--- config.mk ---
export PLATFORM = sky130hd
export DESIGN_NAME = crc_prs_core
export DESIGN_NICKNAME = d
export VERILOG_FILES = /design/src/rtl/crc_prs_pkg.sv /design/src/rtl/crc_prs_lfsr.sv /design/src/rtl/crc_prs_cmp.sv /design/src/rtl/crc_prs_out.sv /design/src/rtl/crc_prs_core.sv
export SDC_FILE = /design/constraint.sdc
export NUM_CORES = 1
export LEC_CHECK = 0
export CORE_MARGIN = 5
export CORE_UTILIZATION = 32
export DETAILED_ROUTE_END_ITERATION = 7
export GPL_TIMING_DRIVEN = 0
export SLEW_MARGIN = 20
export SYNTH_ARGS = -nofsm -noshare
export SYNTH_HDL_FRONTEND = slang
export SYNTH_SLANG_ARGS = --single-unit
--- constraint.sdc ---
create_clock -name clk -period 3.1 [get_ports clk]
set_input_delay 0.62 -clock clk [delete_from_list [all_inputs] [get_ports clk]]
set_output_delay 0.62 -clock clk [all_outputs]
set_load 0.1 [all_outputs]
--- src/rtl/crc_prs_pkg.sv ---
package crc_prs_pkg;
  typedef enum logic [1:0] {
    CMP_EQ  = 2'b00,
    CMP_LE  = 2'b01,
    CMP_EQ2 = 2'b10,
    CMP_LT  = 2'b11
  } cmp_sel_e;

  function automatic logic cmp_eval(input logic [1:0] sel, input logic lt, input logic eq);
    if (!sel[0]) return eq;
    if (sel[1])  return lt;
    return lt | eq;
  endfunction
endpackage

--- src/rtl/crc_prs_lfsr.sv ---
module crc_prs_lfsr #(
  parameter int WIDTH = 8,
  parameter logic [WIDTH-1:0] POLY_INIT = 8'h1D,
  parameter logic [WIDTH-1:0] SEED_INIT = 8'hFF
) (
  input  logic             clk,
  input  logic             rst,
  input  logic             step_en,
  input  logic             load_ok,
  input  logic             poly_we,
  input  logic [WIDTH-1:0] poly_wdata,
  input  logic             seed_we,
  input  logic [WIDTH-1:0] seed_wdata,
  input  logic             ser_in,
  output logic [WIDTH-1:0] state_q,
  output logic [WIDTH-1:0] seed_q
);
  localparam int MSB = WIDTH - 1;

  logic [WIDTH-1:0] poly_q;
  logic [WIDTH-1:0] state_nxt;
  logic             fb;

  assign fb = state_q[MSB] ^ ser_in;

  genvar i;
  generate
    for (i = 0; i < WIDTH; i++) begin : g_bit
      if (i == 0) begin : g_lsb
        assign state_nxt[i] = fb & poly_q[i];
      end else begin : g_up
        assign state_nxt[i] = state_q[i-1] ^ (fb & poly_q[i]);
      end
    end
  endgenerate

  always_ff @(posedge clk) begin
    if (rst) begin
      poly_q  <= POLY_INIT;
      seed_q  <= SEED_INIT;
      state_q <= SEED_INIT;
    end else begin
      if (poly_we) poly_q <= poly_wdata;
      if (seed_we) seed_q <= seed_wdata;
      if (seed_we && load_ok) state_q <= seed_wdata;
      else if (step_en)       state_q <= state_nxt;
    end
  end
endmodule

--- src/rtl/crc_prs_cmp.sv ---
module crc_prs_cmp #(
  parameter int WIDTH = 8
) (
  input  logic [WIDTH-1:0] state,
  input  logic [WIDTH-1:0] seed,
  input  logic [1:0]       sel,
  output logic             hit
);
  import crc_prs_pkg::*;

  logic is_eq;
  logic is_lt;

  assign is_eq = (state == seed);
  assign is_lt = (state < seed);

  always_comb begin
    hit = cmp_eval(sel, is_lt, is_eq);
  end
endmodule

--- src/rtl/crc_prs_out.sv ---
module crc_prs_out (
  input  logic clk,
  input  logic rst,
  input  logic enable,
  input  logic pass_mode,
  input  logic ser_in,
  input  logic state_msb,
  input  logic cmp_hit,
  output logic primary_out,
  output logic aux_out,
  output logic irq_out
);
  logic din_q;
  logic irq_q;
  logic live_hit;

  assign live_hit = enable & cmp_hit;

  always_ff @(posedge clk) begin
    if (rst) begin
      din_q <= 1'b0;
      irq_q <= 1'b0;
    end else begin
      din_q <= ser_in;
      irq_q <= pass_mode ? (ser_in & ~din_q) : live_hit;
    end
  end

  assign primary_out = pass_mode ? ser_in : state_msb;
  assign aux_out     = pass_mode ? clk    : live_hit;
  assign irq_out     = irq_q;
endmodule

--- src/rtl/crc_prs_core.sv ---
module crc_prs_core #(
  parameter int WIDTH = 8,
  parameter logic [WIDTH-1:0] POLY_INIT = 8'h1D,
  parameter logic [WIDTH-1:0] SEED_INIT = 8'hFF
) (
  input  logic             clk,
  input  logic             rst,
  input  logic             enable,
  input  logic             pass_mode,
  input  logic [1:0]       cmp_mode,
  input  logic             poly_we,
  input  logic [WIDTH-1:0] poly_wdata,
  input  logic             seed_we,
  input  logic [WIDTH-1:0] seed_wdata,
  input  logic             ser_in,
  output logic             primary_out,
  output logic             aux_out,
  output logic             irq_out
);
  localparam int MSB = WIDTH - 1;

  logic [WIDTH-1:0] state_q;
  logic [WIDTH-1:0] seed_q;
  logic             cmp_hit;
  logic             step_en;

  assign step_en = enable & ~pass_mode;

  crc_prs_lfsr #(
    .WIDTH(WIDTH), .POLY_INIT(POLY_INIT), .SEED_INIT(SEED_INIT)
  ) u_lfsr (
    .clk(clk), .rst(rst), .step_en(step_en), .load_ok(~enable),
    .poly_we(poly_we), .poly_wdata(poly_wdata),
    .seed_we(seed_we), .seed_wdata(seed_wdata),
    .ser_in(ser_in), .state_q(state_q), .seed_q(seed_q)
  );

  crc_prs_cmp #(.WIDTH(WIDTH)) u_cmp (
    .state(state_q), .seed(seed_q), .sel(cmp_mode), .hit(cmp_hit)
  );

  crc_prs_out u_out (
    .clk(clk), .rst(rst), .enable(enable), .pass_mode(pass_mode),
    .ser_in(ser_in), .state_msb(state_q[MSB]), .cmp_hit(cmp_hit),
    .primary_out(primary_out), .aux_out(aux_out), .irq_out(irq_out)
  );
endmodule

==> impl_summary.log, run 1 <==
[metrics] outcome: finished clean
[metrics] share of cells above drive strength 1: around 12%
[metrics] CP dominant cell by count: a21oi_1
[metrics] netlist area before placement: roughly 1300 µm²
[metrics] placeable core region: 4029 µm²
[metrics] dpl hpwl: 2.311 mm
[metrics] most used flip-flop cell after synthesis: dfxtp_1
[metrics] cell type group with the largest total delay on the critical path: compound AO/OA/AOI/OAI gates
[metrics] async set-or-reset flop fraction in the synthesized netlist: 0%
[metrics] drt wl/cell: between 10 and 15 µm
[metrics] CP max stage cell: a2111oi_1
[metrics] critical path class: register to output pin
[metrics] static power due to leakage: around 0.81 nW
[metrics] antenna diode count: 0
[metrics] area growth from synthesis to final layout: 32.06%
[metrics] pin count of the biggest net entering global routing: 16
[metrics] highest cell delay on the worst timing path: about 0.38 ns
[metrics] Final Net Count: roughly 210
[metrics] initial detailed-routing violation count: 44
[metrics] remaining max-slew budget at the tightest pin: a little over a third
[metrics] Placed Instances: between 200 and 250
[metrics] average cell area after synthesis: slightly above 9 µm²
[metrics] category of the worst setup path capture point: output pin
[metrics] portion of synthesized cell area occupied by the leading cell type: 38.77%
[metrics] top cells by count, synth: dfxtp_1, nand2_1, mux2i_1
[metrics] part of the Yosys area used for sequential elements: slightly below 40%
[metrics] number of I/O port buffers: 25
[metrics] Routability Congestion: around 0.79
[metrics] Die Area: between 5000 and 6000 µm²
[metrics] cells after synthesis: roughly 150
[metrics] min Tclk post-route: between 2 and 3 ns
[metrics] wire length of the first global-routing pass: a little over 5 mm
[metrics] chip height: 74.77 µm
[metrics] crit-path max FO: 2
[metrics] Hold/Removal Path Class: register to register
[metrics] detailed-route via count: around 1100
[metrics] top cell type by total area after synthesis: dfxtp_1
[metrics] critical path required time: approximately 2.5 ns
[metrics] Residual DRC: 0
[metrics] effective utilization at floorplan: 33.32%
[metrics] die extent in x: 74.77 µm
[metrics] sum of routed wire length over all layers: ~3.1 mm
[metrics] final-layout fill cell count: around 380
[metrics] final-report max-slew violation count: 0
[metrics] CP Launch Type: register
[metrics] Final period util: 95.39%
[metrics] area occupied by multi-input gates: about 730 µm²
[metrics] RSZ-0062 raised after global routing: false
[metrics] post-layout power: approximately 1.0 mW
[metrics] slew at the pin closest to its max-slew limit: about 0.96 ns
[metrics] first-pass detailed-route iteration total: 4
[metrics] final number of setup-violating endpoints: 0
[metrics] remaining antenna violation count after routing: 0
[metrics] register area: roughly 520 µm²
[metrics] number of antenna violations at the first check in global routing: 0
[metrics] PwrDens: about 580 nW/µm²
[metrics] number of global-route vias before repair: between 1000 and 1500
[metrics] number of hold-slack violations in the final timing report: 0
[metrics] final-layout setup total negative slack: 0 ns
[metrics] Max IR drop VDD: approximately 0.21 mV
[metrics] CTS clock-pin slew for the worst setup and hold paths: 0.09 ns
[metrics] chain of cells forming the critical path: inv_1 -> ha_1 -> a21oi_1 -> nor2_1 -> a2111oi_1 -> a21oi_1 -> o21ai_2 -> clkbuf_4
[metrics] net count of the mapped netlist: approximately 180
[metrics] cell with the most instances after synthesis: dfxtp_1
[metrics] CP bufs+invs: 2
[metrics] Max Clock Skew: about 0.0029 ns
[metrics] average vias per placed instance: approximately 5.0
[metrics] count of pins on the block boundary: 28
[metrics] R2R Setup Slk: 1.27 ns
[metrics] count of max-cap constraint violations: 0
[metrics] latest clock arrival within the worst-skew pair: 0.38 ns
[metrics] synthesis warning total: 0
[metrics] GR Util All Layers: about an eighth
[metrics] Layout Cells excl Fill: around 230
[metrics] arrival time reported for the critical path endpoint: around 2.3 ns
[metrics] number of enable-type register cells in the synthesized netlist: 0
[metrics] Post-CTS Hold Buffers: 0
[metrics] maximum achievable frequency: approximately 340 MHz
[metrics] number of synthesized register bits: 26
[metrics] total gr overflow: 0
[metrics] floorplan row count: 23
[metrics] leading cell types by total area after synthesis: dfxtp_1, mux2i_1, ha_1, nand2_1, xnor2_1
[metrics] Netlist cell types: 30
[metrics] clock tree from TritonCTS: built
-- area by class of cell --
| cell class | instances | area share [%] |
|---|---|---|
| plain buffers | 8 | 3.317 |
| clock buffers | 7 | 5.081 |
| clock inverters | 1 | 1.694 |
| inverters | 11 | 2.329 |
| multi-input cells | 100 | 41.00 |
| flip-flops and latches | 26 | 29.36 |
| well taps | 50 | 3.529 |
| repair buffers | 24 | 13.69 |
-- flip-flops by register name, indices dropped and copies added (netlist names) --
signal	count
u_lfsr.poly_q	8
u_out.irq_out	1
u_lfsr.state_q	8
u_lfsr.seed_q	8
u_out.din_q	1
-- cells by family (layout without fill, tap and decap cells) --
kind of cell | after synthesis | in the layout | share of synthesized area, %
flip-flops | 26 | 26 | 38.77
buffers and inverters | 19 | 51 | 7.456
AND/OR/NAND/NOR | 35 | 35 | 12.21
adder cells (fa/ha/maj) | 8 | 8 | 7.456
AO/OA/AOI/OAI | 32 | 32 | 15.56
multiplexers | 17 | 17 | 12.77
XOR/XNOR | 8 | 8 | 5.779
-- layer usage --
| metal | track usage [%] | part of all wire, % | vias up |
|---|---|---|---|
| met4 | 8.893 | 3.3 | 0 |
| li1 | - | - | 559 |
| met3 | 3.204 | 5.8 | 10 |
| met1 | 14.83 | 44 | 526 |
| met5 | 0 | 0 | - |
| met2 | 19.61 | 46 | 33 |
-- stage by stage --
stage | util, % | area, µm² | setup slack [ns] | hold WS, ns
CTS | 43.88 | 1768 | 0.02536 | 0.4764
global route | 44.01 | 1773 | 0.02945 | 0.5122
detailed placement | 41.18 | 1659 | -0.6421 | 0.4631
global placement | 41.18 | 1659 | -0.6085 | 0.4593
finish | 44.01 | 1773 | 0.1428 | 0.4703
floorplan | - | 1346 | 0.4285 | 0.4394
-- cells in the final DEF (no fill, tap or decap) --
| master | Yosys | final |
|---|---|---|
| nand2b_4 | 1 | 1 |
| nand3_1 | 1 | 1 |
| bufinv_16 | 0 | 1 |
| o31ai_1 | 1 | 1 |
| a221oi_2 | 1 | 1 |
| a21oi_1 | 8 | 8 |
| buf_2 | 2 | 2 |
| o21ai_1 | 8 | 8 |
| buf_4 | 1 | 1 |
| o21ai_2 | 0 | 1 |
| mux2_2 | 1 | 1 |
| a2111oi_1 | 0 | 1 |
| nor2b_1 | 2 | 2 |
| ha_1 | 8 | 8 |
| mux2i_1 | 16 | 16 |
| inv_1 | 11 | 11 |
| clkdlybuf4s50_1 | 0 | 23 |
| nor2_1 | 5 | 5 |
| a211oi_1 | 1 | 1 |
| dfxtp_1 | 26 | 26 |
| nand2_1 | 21 | 21 |
| a21oi_2 | 2 | 2 |
| clkbuf_1 | 2 | 2 |
| nand4_1 | 2 | 2 |
| nand2b_1 | 1 | 1 |
| buf_6 | 3 | 3 |
| a21o_1 | 1 | 1 |
| nand3b_1 | 1 | 1 |
| clkbuf_4 | 0 | 1 |
| clkbuf_8 | 0 | 6 |
| xnor2_1 | 7 | 7 |
| and2_4 | 1 | 1 |
| dlymetal6s2s_1 | 0 | 1 |
| o211ai_1 | 8 | 8 |
| xor2_2 | 1 | 1 |
-- worst reg2reg max path, cell delays in order, from the launching register on --
cell	delay, ns
dfxtp_1	0.32
inv_1	0.05
ha_1	0.28
a21oi_1	0.15
nor2_1	0.06
a2111oi_1	0.38
a21oi_1	0.21
o31ai_1	0.28
-- path summary, 6_finish.rpt --
check,to,cells after the start,start
max,aux_out,8,u_lfsr.seed_q[5]$_SDFFE_PP1P_
min,u_lfsr.state_q[0]$_SDFFE_PP1P_,2,u_lfsr.poly_q[0]$_SDFFE_PP1P_
max reg2reg,u_out.irq_out$_SDFF_PP0_,7,u_lfsr.seed_q[5]$_SDFFE_PP1P_
min reg2reg,u_lfsr.state_q[0]$_SDFFE_PP1P_,2,u_lfsr.poly_q[0]$_SDFFE_PP1P_
-- what timing repair did --
| item | in CTS | in global routing |
|---|---|---|
| gates resized for setup | 6 | 2 |
| buffers inserted | 0 | 0 |
| endpoints found under the setup margin | 3 | 3 |
| pin swaps | 0 | 0 |
-- report_power, final --
group          total [mW]  leakage, nW  switching (mW)  internal [mW]
logic               0.201        0.525           0.103         0.0979
clock network       0.456       0.0670           0.188          0.268
registers           0.378        0.216          0.0181          0.359
Power figures use the tool's default switching activity.
==> run 2, diff against run 1 <==
--- a/config.mk
+++ b/config.mk
@@ -7,6 +7,7 @@
 export LEC_CHECK = 0
 export CORE_MARGIN = 5
 export CORE_UTILIZATION = 32
+export CTS_CLUSTER_SIZE = 12
 export DETAILED_ROUTE_END_ITERATION = 7
 export GPL_TIMING_DRIVEN = 0
 export SLEW_MARGIN = 20
==> results of run 2 <==
No change in the layout: final DEF, timing and power equal those of run 1.
